### src/rtl/gpio_bank_pkg.sv
package gpio_bank_pkg;

  localparam int BUS_W  = 8;
  localparam int ADDR_W = 8;

  localparam logic [ADDR_W-1:0] WIDE_DATA_ADDR   = 8'h01;
  localparam logic [ADDR_W-1:0] NARROW_DATA_ADDR = 8'h02;
  localparam logic [ADDR_W-1:0] WIDE_DIR_ADDR    = 8'h05;
  localparam logic [ADDR_W-1:0] NARROW_DIR_ADDR  = 8'h06;

  typedef enum logic [1:0] {
    SEL_NONE = 2'd0,
    SEL_DATA = 2'd1,
    SEL_DIR  = 2'd2
  } port_sel_e;

endpackage

### src/rtl/gpio_sync.sv
module gpio_sync #(
  parameter int WIDTH  = 8,
  parameter int STAGES = 2
) (
  input  logic             clk,
  input  logic             rst,
  input  logic [WIDTH-1:0] async_in,
  output logic [WIDTH-1:0] sync_out
);

  logic [WIDTH-1:0] stage_q [STAGES];

  generate
    for (genvar s = 0; s < STAGES; s++) begin : g_stage
      if (s == 0) begin : g_first
        always_ff @(posedge clk) begin
          if (rst) stage_q[s] <= '0;
          else     stage_q[s] <= async_in;
        end
      end else begin : g_next
        always_ff @(posedge clk) begin
          if (rst) stage_q[s] <= '0;
          else     stage_q[s] <= stage_q[s-1];
        end
      end
    end
  endgenerate

  assign sync_out = stage_q[STAGES-1];

endmodule

### src/rtl/gpio_port_regs.sv
module gpio_port_regs
  import gpio_bank_pkg::*;
#(
  parameter int                WIDTH     = 8,
  parameter int                SYNC_LEN  = 2,
  parameter logic [ADDR_W-1:0] DATA_ADDR = 8'h01,
  parameter logic [ADDR_W-1:0] DIR_ADDR  = 8'h05
) (
  input  logic              clk,
  input  logic              rst,
  input  logic [ADDR_W-1:0] bus_addr,
  input  logic              bus_wr,
  input  logic [BUS_W-1:0]  bus_wdata,
  input  logic [WIDTH-1:0]  pin_in,
  output logic [WIDTH-1:0]  pin_out,
  output logic [WIDTH-1:0]  pin_oe,
  output logic [BUS_W-1:0]  rd_word
);

  port_sel_e        sel;
  logic [WIDTH-1:0] wr_bits;
  logic [WIDTH-1:0] latch_q;
  logic [WIDTH-1:0] dir_q;
  logic [WIDTH-1:0] pin_sync;
  logic [BUS_W-1:0] data_view;
  logic [BUS_W-1:0] dir_view;

  always_comb begin
    if (bus_addr == DATA_ADDR)     sel = SEL_DATA;
    else if (bus_addr == DIR_ADDR) sel = SEL_DIR;
    else                           sel = SEL_NONE;
  end

  assign wr_bits = WIDTH'(bus_wdata);

  // data latch: deliberately outside reset
  always_ff @(posedge clk) begin
    if (bus_wr && sel == SEL_DATA) latch_q <= wr_bits;
  end

  always_ff @(posedge clk) begin
    if (rst)                           dir_q <= '0;
    else if (bus_wr && sel == SEL_DIR) dir_q <= wr_bits;
  end

  gpio_sync #(.WIDTH(WIDTH), .STAGES(SYNC_LEN)) u_sync (
    .clk      (clk),
    .rst      (rst),
    .async_in (pin_in),
    .sync_out (pin_sync)
  );

  generate
    for (genvar b = 0; b < BUS_W; b++) begin : g_view
      if (b < WIDTH) begin : g_live
        assign data_view[b] = dir_q[b] ? latch_q[b] : pin_sync[b];
        assign dir_view[b]  = dir_q[b];
      end else begin : g_pad
        assign data_view[b] = 1'b0;
        assign dir_view[b]  = 1'b0;
      end
    end
  endgenerate

  always_comb begin
    case (sel)
      SEL_DATA: rd_word = data_view;
      SEL_DIR:  rd_word = dir_view;
      default:  rd_word = '0;
    endcase
  end

  assign pin_oe  = dir_q;
  assign pin_out = latch_q & dir_q;

endmodule

### src/rtl/gpio_bank.sv
module gpio_bank
  import gpio_bank_pkg::*;
#(
  parameter int WIDE_W   = 8,
  parameter int NARROW_W = 4,
  parameter int SYNC_LEN = 2
) (
  input  logic                clk,
  input  logic                rst,
  input  logic [ADDR_W-1:0]   bus_addr,
  input  logic                bus_wr,
  input  logic [BUS_W-1:0]    bus_wdata,
  output logic [BUS_W-1:0]    bus_rdata,
  input  logic [WIDE_W-1:0]   wide_pin_in,
  output logic [WIDE_W-1:0]   wide_pin_out,
  output logic [WIDE_W-1:0]   wide_pin_oe,
  input  logic [NARROW_W-1:0] narrow_pin_in,
  output logic [NARROW_W-1:0] narrow_pin_out,
  output logic [NARROW_W-1:0] narrow_pin_oe
);

  logic [BUS_W-1:0] wide_rd;
  logic [BUS_W-1:0] narrow_rd;

  gpio_port_regs #(
    .WIDTH(WIDE_W), .SYNC_LEN(SYNC_LEN),
    .DATA_ADDR(WIDE_DATA_ADDR), .DIR_ADDR(WIDE_DIR_ADDR)
  ) u_wide (
    .clk(clk), .rst(rst), .bus_addr(bus_addr), .bus_wr(bus_wr),
    .bus_wdata(bus_wdata), .pin_in(wide_pin_in), .pin_out(wide_pin_out),
    .pin_oe(wide_pin_oe), .rd_word(wide_rd)
  );

  gpio_port_regs #(
    .WIDTH(NARROW_W), .SYNC_LEN(SYNC_LEN),
    .DATA_ADDR(NARROW_DATA_ADDR), .DIR_ADDR(NARROW_DIR_ADDR)
  ) u_narrow (
    .clk(clk), .rst(rst), .bus_addr(bus_addr), .bus_wr(bus_wr),
    .bus_wdata(bus_wdata), .pin_in(narrow_pin_in), .pin_out(narrow_pin_out),
    .pin_oe(narrow_pin_oe), .rd_word(narrow_rd)
  );

  // address windows are disjoint, so an OR merges the two read words
  always_ff @(posedge clk) begin
    if (rst) bus_rdata <= '0;
    else     bus_rdata <= wide_rd | narrow_rd;
  end

endmodule

### config.mk
export PLATFORM = sky130hd
export DESIGN_NAME = gpio_bank
export DESIGN_NICKNAME = d
export VERILOG_FILES = /design/src/rtl/gpio_bank_pkg.sv /design/src/rtl/gpio_sync.sv /design/src/rtl/gpio_port_regs.sv /design/src/rtl/gpio_bank.sv
export SDC_FILE = /design/constraint.sdc
export NUM_CORES = 1
export LEC_CHECK = 0
export BUFFER_PORTS_ARGS = -buffer_cell sky130_fd_sc_hd__buf_2
export CORE_ASPECT_RATIO = 0.9
export CORE_UTILIZATION = 43
export DETAILED_ROUTE_END_ITERATION = 12
export PLACE_DENSITY = 0.81
export SLEW_MARGIN = 30
export SYNTH_ARGS = -nofsm -noshare
export SYNTH_HDL_FRONTEND = slang
export SYNTH_SLANG_ARGS = --single-unit
### constraint.sdc
create_clock -name clk -period 4 [get_ports clk]
set_input_delay 0.8 -clock clk [delete_from_list [all_inputs] [get_ports clk]]
set_output_delay 0.8 -clock clk [all_outputs]
set_load 0.05 [all_outputs]
; Yosys cells after proc, flatten, opt, wreduce, memory -nomap -nowiden
; Memories as Yosys holds them, arrays and structs flattened.
; Cells that the tools add are included.
[word_totals]
reg_bits = 32
ramBits = 24
out_inout_bits = 32
elab_cells = 51
n_memories = 2
[memory_table]
columns = name, words, width, read_ports, rd_clocked_by_memory_dff, wr, line_no
row1 = u_wide.u_sync.stage_q, 2, 8, 2, 0, 2, gpio_sync.sv:11  ; logic [WIDTH-1:0] stage_q [STAGES];
row2 = u_narrow.u_sync.stage_q, 2, 4, 2, 0, 2, gpio_sync.sv:11
[op_classes]
eq_ne = 8
muxes = 25
bitwise_logic = 7
n_reduce_logical = 4
[ops]
columns = op, n
row1 = $eq A8 B3 Y1 const B, 2
row2 = $mux W8, 2
row3 = $pmux W8 S2, 1
row4 = $mux W1, 15
row5 = $and A8 B8 Y8, 1
row6 = $eq A8 B1 Y1 const B, 1
row7 = $eq A8 B2 Y1 const B, 1
row8 = $mux W2, 4
row9 = $mux W4, 2
row10 = $or A8 B8 Y8, 1
row11 = $pmux W4 S2, 1
row12 = $and A4 B4 Y4, 1
row13 = $eq A2 B1 Y1 const B, 2
row14 = $eq A2 B2 Y1 const B, 2
row15 = $logic_and A1 B1 Y1, 4
row16 = $or A1 B1 Y1, 4

; Logic depth before layout (Yosys ltp)
; Gate-level depths: netlist (run 1).
[depth]
ltp_word = 6
mapped_depth = 5
ltp_nobuf = 3

; Modules after synthesis
; A second synthesis (run 1) with hierarchy kept.
[hier_totals]
hier_cells = 192
hier_area_um2 = 2255.9
[by_module_without_submodules]
columns = module, instances, cells_each, area_each_um2
row1 = gpio_port_regs (u_wide), 1, 80, 840.8
row2 = gpio_port_regs (u_narrow), 1, 47, 500.5
row3 = gpio_sync (u_wide.u_sync), 1, 33, 464.2
row4 = gpio_bank, 1, 16, 240.2
row5 = gpio_sync (u_narrow.u_sync), 1, 16, 210.2

; Worst setup path before layout (run 1)
; Ideal clock, no wire load.
[synth_timing]
path_type = input port to flip-flop
startpoint = in bus_addr[7]
endpoint = reg u_wide.latch_q[0] (enable)
t_arrival_ns = 1.969
setup_slack_ns = 1.648
cell_stages = 3
path_cell_list = nor4_1 -> nand3b_1 -> nor3_1
[synth_between]
elab_chain_cells = 5
elab_cells_between_ends = 6
[synth_rtl]
columns = element, line_no
row1 = "start, declared", gpio_bank.sv:10  ; input logic [ADDR_W-1:0] bus_addr,
row2 = $eq A8 B3 Y1, gpio_port_regs.sv:30  ; else if (bus_addr == DIR_ADDR) sel = SEL_DIR;
row3 = $mux W2, gpio_port_regs.sv:30
row4 = $mux W2 (*), gpio_port_regs.sv:29  ; if (bus_addr == DATA_ADDR) sel = SEL_DATA;
row5 = $eq A2 B1 Y1 (*), gpio_port_regs.sv:38  ; if (bus_wr && sel == SEL_DATA) latch_q <= wr_bits;
row6 = $logic_and A1 B1 Y1 (*), gpio_port_regs.sv:38
row7 = "end signal, assigned", gpio_port_regs.sv:38
row8 = "end, declared", gpio_port_regs.sv:22  ; logic [WIDTH-1:0] latch_q;
; Every way passes the cells marked *; elsewhere a longest branch is shown, timed or not.
; A chain may end at the register's enable or synchronous reset.

; Worst setup path after layout (run 1)
[layout_timing]
startpoint = in bus_addr[7]
endpoint = reg u_narrow.latch_q[0] (enable)
[layout_between]
elab_chain_cells = 5
elab_cells_between_ends = 6
[layout_rtl]
columns = element, line_no
row1 = $eq A8 B3 Y1, gpio_port_regs.sv:30
row2 = $mux W2, gpio_port_regs.sv:30
row3 = $mux W2 (*), gpio_port_regs.sv:29
row4 = $eq A2 B1 Y1 (*), gpio_port_regs.sv:38
row5 = $logic_and A1 B1 Y1 (*), gpio_port_regs.sv:38
row6 = "end signal, assigned", gpio_port_regs.sv:38
row7 = "end, declared", gpio_port_regs.sv:22
; Marks and branches as above.

==> flow_summary.ini, run 1 <==
[run_status]
status = complete, no violations

[worst_setup_path]
end_kind = flop
cp.required_ns = 3.95
critPathKind = input pin to flop
crit_end = u_narrow.latch_q[0]$_DFFE_PP_
regToRegSetupSlack_ns = 2.98
cp_max_fo = 4
crit_start = bus_addr[7]
reg2regPathDepth = 2
r2r-start = u_wide.pin_oe[6]$_SDFFE_PP0P_
rr_endpoint = bus_rdata[6]$_SDFF_PP0_
critPathLaunchType = input pin
crit_arrival_ns = 1.98

[clock_network]
worstSkewPairLatency_ns = 0.30
cts_root_buffer = clkbuf_8
holdBufCountCts = 0
htree_levels = 2
cts.path.max_buffers = 2
postCtsSetupRepairBufs = 0
numCtsBuffers = 5
clkSinkCount = 56
cts_resized = 0
clk_pin_slew_worst_paths_ns = 0.09
cts_tree = built

[synthesis]
yosysTopAreaCell = dfxtp_1
synth_cell_types = 21
synth_seq_cells = 56
synth_area_leaders = dfxtp_1 (42%), edfxtp_1 (17%), nor2b_1 (7.7%)
netlist_instances = 186
synth_nets = 217
yosys.area.top_type_share_pct = 42.0
ys_seq_area_share_pct = 59.1
synth_area_um2 = 2100
yosysWarnings = 0
syn_area_per_cell_um2 = 11.3

[flow_run]
cap_violations = 0

[sta]
setup_tns_ns = 0
timing_worst_slew_pin_value_ns = 0.680
layout_setup_ws_ns = 1.96
fmax_ghz = 0.491
setup_violations = 0
slew_headroom_pct = 54.7
rsz0062_at_grt = no
period_share_pct = 50.9
hold_violations = 0
fin_skew_ns = 0.00524
period_needed_ns = 2.04
slew_violations = 0

[routing]
wl_per_cell_um = 12.8
vias_per_cell = 4.74
ant_nets = 0
wl_mm = 3.97
vias = 1474
drt_iter0_drc = 57
drcViolationCount = 0
dr.pass1.iters = 4

[cells_and_area]
postLayoutCellArea_um2 = 2560
fill_cells = 417
layout-area-overhead-vs-synth_pct = 22.2
num-nets-final = 280
final_common_cell = buf_2
antennaDiodeCount = 0
stdcell_count = 311
mostFrequentLayoutCells = buf_2 (62), dfxtp_1 (44), nor2b_1 (26)
drive_above_1_share_pct = 30.9

[global_route]
grt_pass1_wl_mm = 5.91
grt_pass1_vias = 1226
grt_use_total_pct = 16.3
grt_start_max_net_pins = 46
antenna_found_initial = 0
gr-total-overflow = 0

[placed_design]
portBuffers = 62
placed_cell_area_um2 = 2470
gp_congestion = 0.798
place_hpwl_mm = 2.73
post-place-cells = 304
place_ws_ns = 1.63

[power_and_ir_drop]
max-vdd-ir-drop_v = 0.000175
p_leak_nw = 1.04
cellPowerDensity_nw_per_um2 = 375

[floorplanning]
die_area_um2 = 5170
start_util_pct = 45.9
fp.coreArea_um2 = 4580
dieWidth_um = 75.7
die_h_um = 68.3
io_pins = 63
row_count = 23

[worst_hold_path]
hp-class = flop to flop
layout make-up:
| type | instances | area (µm²) | share of cell area [%] |
|---|---|---|---|
| Sequential cell | 56 | 1240 | 48.4 |
| Multi-Input combinational cell | 123 | 832 | 32.4 |
| Timing Repair Buffer | 63 | 318 | 12.4 |
| Clock buffer | 7 | 96.3 | 3.76 |
| Tap cell | 62 | 77.6 | 3.02 |
Yosys cell counts, drive strengths merged:
master	instances
dfxtp	44
nor2b	26
nand2b	22
and2	12
edfxtp	12
mux2i	12
o21ai	12
a21oi	8
nor3b	8
o21a	8
clkbuf	7
nor3	4
or3b	4
nand3b	2
nand2	1
nand3	1
nor2	1
nor4	1
or4	1
worst min path at each step:
stage / startpoint / endpoint / slack [ns] / depth (start not counted)
3_5_place_dp: u_wide.u_sync.stage_q[0][2]$_SDFF_PP0_ / u_wide.u_sync.stage_q[1][2]$_SDFF_PP0_ / 0.42 / 1
5_1_grt: u_narrow.u_sync.stage_q[0][3]$_SDFF_PP0_ / u_narrow.u_sync.stage_q[1][3]$_SDFF_PP0_ / 0.46 / 1
6_report: u_wide.u_sync.stage_q[0][2]$_SDFF_PP0_ / u_wide.u_sync.stage_q[1][2]$_SDFF_PP0_ / 0.44 / 1
4_1_cts: u_wide.u_sync.stage_q[0][2]$_SDFF_PP0_ / u_wide.u_sync.stage_q[1][2]$_SDFF_PP0_ / 0.44 / 1
2_1_floorplan: u_narrow.u_sync.stage_q[0][0]$_SDFF_PP0_ / u_narrow.u_sync.stage_q[1][0]$_SDFF_PP0_ / 0.41 / 1
3_3_place_gp: u_wide.u_sync.stage_q[0][5]$_SDFF_PP0_ / u_wide.u_sync.stage_q[1][5]$_SDFF_PP0_ / 0.42 / 1
power breakdown:
part           internal [W]  leakage, nW  switching [W]
registers          0.000587        0.467     0.00000226
logic             0.0000253        0.523      0.0000261
clock network      0.000155       0.0503       0.000167
flip-flops by register name, indices dropped and copies added (netlist names):
signal / count
u_narrow.u_sync.stage_q: 8
u_wide.pin_oe: 8
u_narrow.latch_q: 4
u_narrow.pin_oe: 4
u_wide.u_sync.stage_q: 16
bus_rdata: 8
u_wide.latch_q: 8
logic make-up (layout without fill, tap and decap cells):
| kind of cell | Yosys count | in the layout | synth area share (%) |
|---|---|---|---|
| simple gates | 83 | 83 | 26.3 |
| flops | 56 | 56 | 59.1 |
| compound gates | 28 | 28 | 7.63 |
| mux | 12 | 12 | 5.72 |
| buf+inv | 7 | 70 | 1.25 |
stage by stage:
stage          hold slack, ns  utilization (%)  power (W)
2_1_floorplan           0.414                -   0.000631
3_3_place_gp            0.419             54.0   0.000654
3_5_place_dp            0.422             54.0   0.000655
4_1_cts                 0.444             56.1   0.000973
5_1_grt                 0.459             56.1    0.00100
6_report                0.439             56.1   0.000963
metal layers:
metal | global-route usage (%) | part of all wire, % | up-vias
met1 | 22.2 | 46 | 660
met3 | 3.83 | 6.9 | 4
met4 | 8.80 | 1.2 | 0
met5 | 0 | 0 | -
met2 | 23.8 | 46 | 51
li1 | - | - | 759
worst max-delay path: stages:
cell and delay (ns):
buf_2 0.10, nor4_1 0.43, nand3b_1 0.18, nor3_1 0.47
Note: power is estimated with default switching activity, not from simulation.
==> run 2: changes to the inputs <==
clock period = 1.94 ns   (was 4 ns; I/O delays follow)
==> flow_summary.ini, run 2 (synthesis gave the netlist of run 1 again) <==
[routing]
drt_iter0_drc = 50
top_layer_used = met4
met1_length_mm = 2.04
wl_per_cell_um = 13.0
met2_length_mm = 1.82
vias = 1512
wl_met3_um = 219
drcViolationCount = 0
wl_mm = 4.12
ant_nets = 0
dr.pass1.iters = 4
vias_per_cell = 4.77

[sta]
slew_headroom_pct = 67.7
period_share_pct = 77.7
setup_violations = 0
slew_violations = 0
timing_worst_slew_pin_value_ns = 0.485
rsz0062_at_grt = no
layout_setup_ws_ns = 0.432
fmax_ghz = 0.663
period_needed_ns = 1.51
setup_tns_ns = 0
fin_skew_ns = 0.0107
hold_violations = 0

[worst_setup_path]
crit_arrival_ns = 1.12
crit_slowest_cell = edfxtp_1
worst-path-buf-inv = 1
critPathKind = flop to primary output
cp_max_fo = 2
cp.required_ns = 1.55
critPathLaunchType = flop
path_delay_family = flip-flops
crit_chain = and2_1, buf_2
crit_path_max_incr_delay_ns = 0.43
end_kind = primary output

[clock_network]
clkSinkCount = 56
cts.path.max_buffers = 2
cts_root_buffer = clkbuf_8
numCtsBuffers = 5
cts_tree = built
worstSkewPairLatency_ns = 0.31
htree_levels = 2
cts_resized = 0
holdBufCountCts = 0
postCtsSetupRepairBufs = 0
clk_pin_slew_worst_paths_ns = 0.10

[floorplanning]
dieWidth_um = 75.7
fp.coreArea_um2 = 4580
start_util_pct = 45.9
io_pins = 63
die_area_um2 = 5170
row_count = 23
die_h_um = 68.3

[power_and_ir_drop]
p_leak_nw = 1.06
power_w = 0.00194
max-vdd-ir-drop_v = 0.000334
cellPowerDensity_nw_per_um2 = 747

[placed_design]
place_ws_ns = 0.165
gp_congestion = 0.724
portBuffers = 62
place_hpwl_mm = 2.85

[cells_and_area]
num-nets-final = 285
fin_util_pct = 56.7
layout-area-overhead-vs-synth_pct = 23.7
fill_cells = 405
regMostFlops = u_wide.u_sync.stage_q
antennaDiodeCount = 0
mostFrequentLayoutCells = buf_2 (62), dfxtp_1 (44), nor2b_1 (26)
largest_reg_flops = 16
final_common_cell = buf_2
drive_above_1_share_pct = 32.5

[global_route]
grt_use_total_pct = 17.3
grt_start_max_net_pins = 29
grt_pass1_vias = 1296
antenna_found_initial = 0
gr-total-overflow = 0
grt_pass1_wl_mm = 6.26

[flow_run]
cap_violations = 0

[run_status]
status = complete, no violations

[worst_hold_path]
hp-class = input pin to flop
run 2: layout make-up:
class                      count  area, µm²  share of cell area (%)
clock buffer                   6       72.6                    2.80
clock inverter                 2       12.5                   0.482
multi-input combinational    123        837                    32.2
sequential                    56       1240                    47.8
tap                           62       77.6                    2.99
timing repair buffer          68        355                    13.7
run 2: per-layer routing:
| metal | up-vias | global-route usage, % |
|---|---|---|
| li1 | 765 | - |
| met1 | 695 | 23.8 |
| met2 | 47 | 25.3 |
| met3 | 5 | 5.60 |
| met4 | 0 | 6.48 |
| met5 | - | 0 |
run 2: power by group:
part	switching (W)	internal, W
clock	0.000360	0.000253
combinational	0.0000560	0.0000548
sequential	0.00000473	0.00121
total	0.000421	0.00152
run 2: worst paths after layout:
check	slack, ns	cells after the start	from	to
worst max-delay path	0.43	2	u_wide.latch_q[2]$_DFFE_PP_	wide_pin_out[2]
worst min-delay path	0.27	1	bus_wdata[5]	u_wide.latch_q[5]$_DFFE_PP_
worst max register to register	0.93	2	u_wide.pin_oe[4]$_SDFFE_PP0P_	bus_rdata[4]$_SDFF_PP0_
worst min register to register	0.43	1	u_narrow.u_sync.stage_q[0][0]$_SDFF_PP0_	u_narrow.u_sync.stage_q[1][0]$_SDFF_PP0_
run 2: stage by stage:
step | cell area, µm² | hold WS (ns) | std cells
6_report | 2600 | 0.272 | 317
5_1_grt | 2600 | 0.257 | 317
4_1_cts | 2600 | 0.265 | 317
3_5_place_dp | 2510 | 0.423 | 309
3_3_place_gp | 2510 | 0.420 | 309
2_1_floorplan | 2100 | 0.414 | 186
run 2: worst reg2reg max path: stages, from the launching register on:
cell and delay, ns:
dfxtp_1 0.35, or3b_2 0.47, a21oi_1 0.14
==> run 3: changes to the inputs <==
ABC_AREA = 1   (was not set)
PLACE_DENSITY = 0.83   (was 0.81)
clock period = 1.3 ns   (was 1.94 ns; I/O delays follow)
==> flow_summary.ini, run 3 <==
[global_route]
grt_pass1_wl_mm = 7.83
grt_pass1_vias = 1799
grt_start_max_net_pins = 18
antenna_found_initial = 0
gr-total-overflow = 0
grt_use_total_pct = 18.2

[worst_setup_path]
regToRegSetupSlack_ns = 0.37
end_kind = primary output
cp.required_ns = 1.04
crit_arrival_ns = 1.00
critPathKind = flop to primary output
cp_max_fo = 2
critPathLaunchType = flop

[cells_and_area]
fill_cells = 468
final_common_cell = nand2_1
num-nets-final = 395
postLayoutCellArea_um2 = 2910
mostFrequentLayoutCells = nand2_1 (65), nor2_1 (55), inv_1 (53)
largest_reg_flops = 16
regMostFlops = u_wide.u_sync.stage_q
fin_util_pct = 59.1
antennaDiodeCount = 0
layout-area-overhead-vs-synth_pct = 30.4
drive_above_1_share_pct = 32.6

[routing]
vias_per_cell = 4.40
vias = 1894
ant_nets = 0
wl_mm = 4.57
wl_per_cell_um = 10.6
drt_iter0_drc = 141
drcViolationCount = 0
dr.pass1.iters = 4

[floorplanning]
die_area_um2 = 5490
dieWidth_um = 78.0
fp.coreArea_um2 = 4920
row_count = 24
io_pins = 63
die_h_um = 70.4
start_util_pct = 45.4

[synthesis]
netlist_instances = 289
yosys.area.top_type_share_pct = 39.4
syn_area_per_cell_um2 = 7.73
ys_seq_area_share_pct = 55.6
synth-async-reset-ratio_pct = 0
synth_cell_types = 22
yosysTopAreaCell = dfxtp_1
synth_most_common_cell = nand2_1
synth_nets = 320
yosysWarnings = 0
synth_edf_count = 12
synth_area_leaders = dfxtp_1 (39%), edfxtp_1 (16%), nand2_1 (12%)
synth_seq_cells = 56
synth_area_um2 = 2230
synth_top_flop_cell = dfxtp_1
synth_common_cells = nand2_1 (73), inv_1 (58), nor2_1 (55)

[sta]
slew_headroom_pct = 72.0
hold_violations = 0
hold_ws_ns = 0.147
setup_violations = 0
period_share_pct = 97.3
timing_worst_slew_pin_value_ns = 0.420
setup_tns_ns = 0
layout_setup_ws_ns = 0.0351
fin_skew_ns = 0.00585
fmax_ghz = 0.791
period_needed_ns = 1.26
slew_violations = 0

[power_and_ir_drop]
power.share.combinational_pct = 7.1
max-vdd-ir-drop_v = 0.000687
power_frac_seq_pct = 61.8
cellPowerDensity_nw_per_um2 = 1010
p_sw_w = 0.000666
sw_frac_of_total_pct = 22.7
p_leak_nw = 1.61
pwr-share-clk_pct = 31.1
power.internal_w = 0.00227

[flow_run]
cap_violations = 0

[clock_network]
cts.path.max_buffers = 2
clkSinkCount = 56
numCtsBuffers = 5
postCtsSetupRepairBufs = 0
cts_tree = built
clk_pin_slew_worst_paths_ns = 0.10
cts_root_buffer = clkbuf_8
holdBufCountCts = 0
worstSkewPairLatency_ns = 0.30
htree_levels = 2

[placed_design]
gp_congestion = 0.839
portBuffers = 62
place_hpwl_mm = 3.41
placed_cell_area_um2 = 2750
place_ws_ns = -0.0813

[run_status]
status = complete, no violations

[worst_hold_path]
hp-class = input pin to flop
==> run 3: changes by cell type in the layout (fill, tap and decap cells not counted), sizes merged, moves of 21 or more <==
cell	before	now
nand2	1	75
nor2	1	59
nor2b	26	0
nand3	1	22
nand2b	22	0
inv	0	59
==> run 3: power groups by stage <==
| stage | registers, W | clock network, W | logic [W] |
|---|---|---|---|
| finish | 0.00182 | 0.000915 | 0.000208 |
| floorplan | 0.00186 | 0 | 0.000108 |
| detailed placement | 0.00186 | 0 | 0.000209 |
| global placement | 0.00186 | 0 | 0.000204 |
| global route | 0.00182 | 0.00101 | 0.000234 |
| CTS | 0.00182 | 0.000939 | 0.000210 |
==> run 3: layer usage <==
metal | global-route usage (%) | vias up | wire length [µm]
met3 | 6.01 | 4 | 329
li1 | - | 999 | -
met1 | 22.8 | 835 | 2050
met4 | 5.14 | 0 | 24
met5 | 0 | - | 0
met2 | 29.8 | 56 | 2160
==> run 3: metrics by stage <==
step                      power [W]  std cells
after global routing        0.00307        430
after CTS                   0.00297        430
after floorplan             0.00197        289
final                       0.00294        430
after detailed placement    0.00207        422
after global placement      0.00206        422
==> run 3: worst paths after layout <==
kind / end / cells past startpoint / startpoint
max: wide_pin_out[3] / 3 / u_wide.latch_q[3]$_DFFE_PP_
min: u_wide.latch_q[5]$_DFFE_PP_ / 1 / bus_wdata[5]
max reg2reg: bus_rdata[3]$_SDFF_PP0_ / 6 / u_narrow.latch_q[3]$_DFFE_PP_
min reg2reg: u_wide.u_sync.stage_q[1][2]$_SDFF_PP0_ / 2 / u_wide.u_sync.stage_q[0][2]$_SDFF_PP0_
==> run 3: final cells by class <==
type | instances | area [µm²] | share of cell area (%)
clock buffers | 6 | 72.6 | 2.49
clock inverters | 2 | 16.3 | 0.558
inverters | 59 | 241 | 8.29
multi-input cells | 166 | 771 | 26.5
flip-flops and latches | 56 | 1260 | 43.2
well taps | 65 | 81.3 | 2.79
repair buffers | 76 | 472 | 16.2
==> run 3: kinds of logic (layout without fill, tap and decap cells) <==
| family | count (synthesis) | count (layout) | share of synthesized area [%] |
|---|---|---|---|
| AOI/OAI and AO/OA | 6 | 6 | 1.34 |
| buffers and inverters | 67 | 143 | 12.0 |
| DFF | 56 | 56 | 55.6 |
| and+or+nand+nor | 160 | 160 | 31.1 |
==> run 3: critical path, cell delays in order, from the launching register on <==
cell and delay, ns:
edfxtp_1 0.40, nand2_2 0.09, inv_1 0.04, buf_4 0.18
==> run 3: repair_timing <==
action	in CTS	in global routing
endpoints found under the setup margin	5	11
pin swaps	0	1
gates resized for setup	5	27
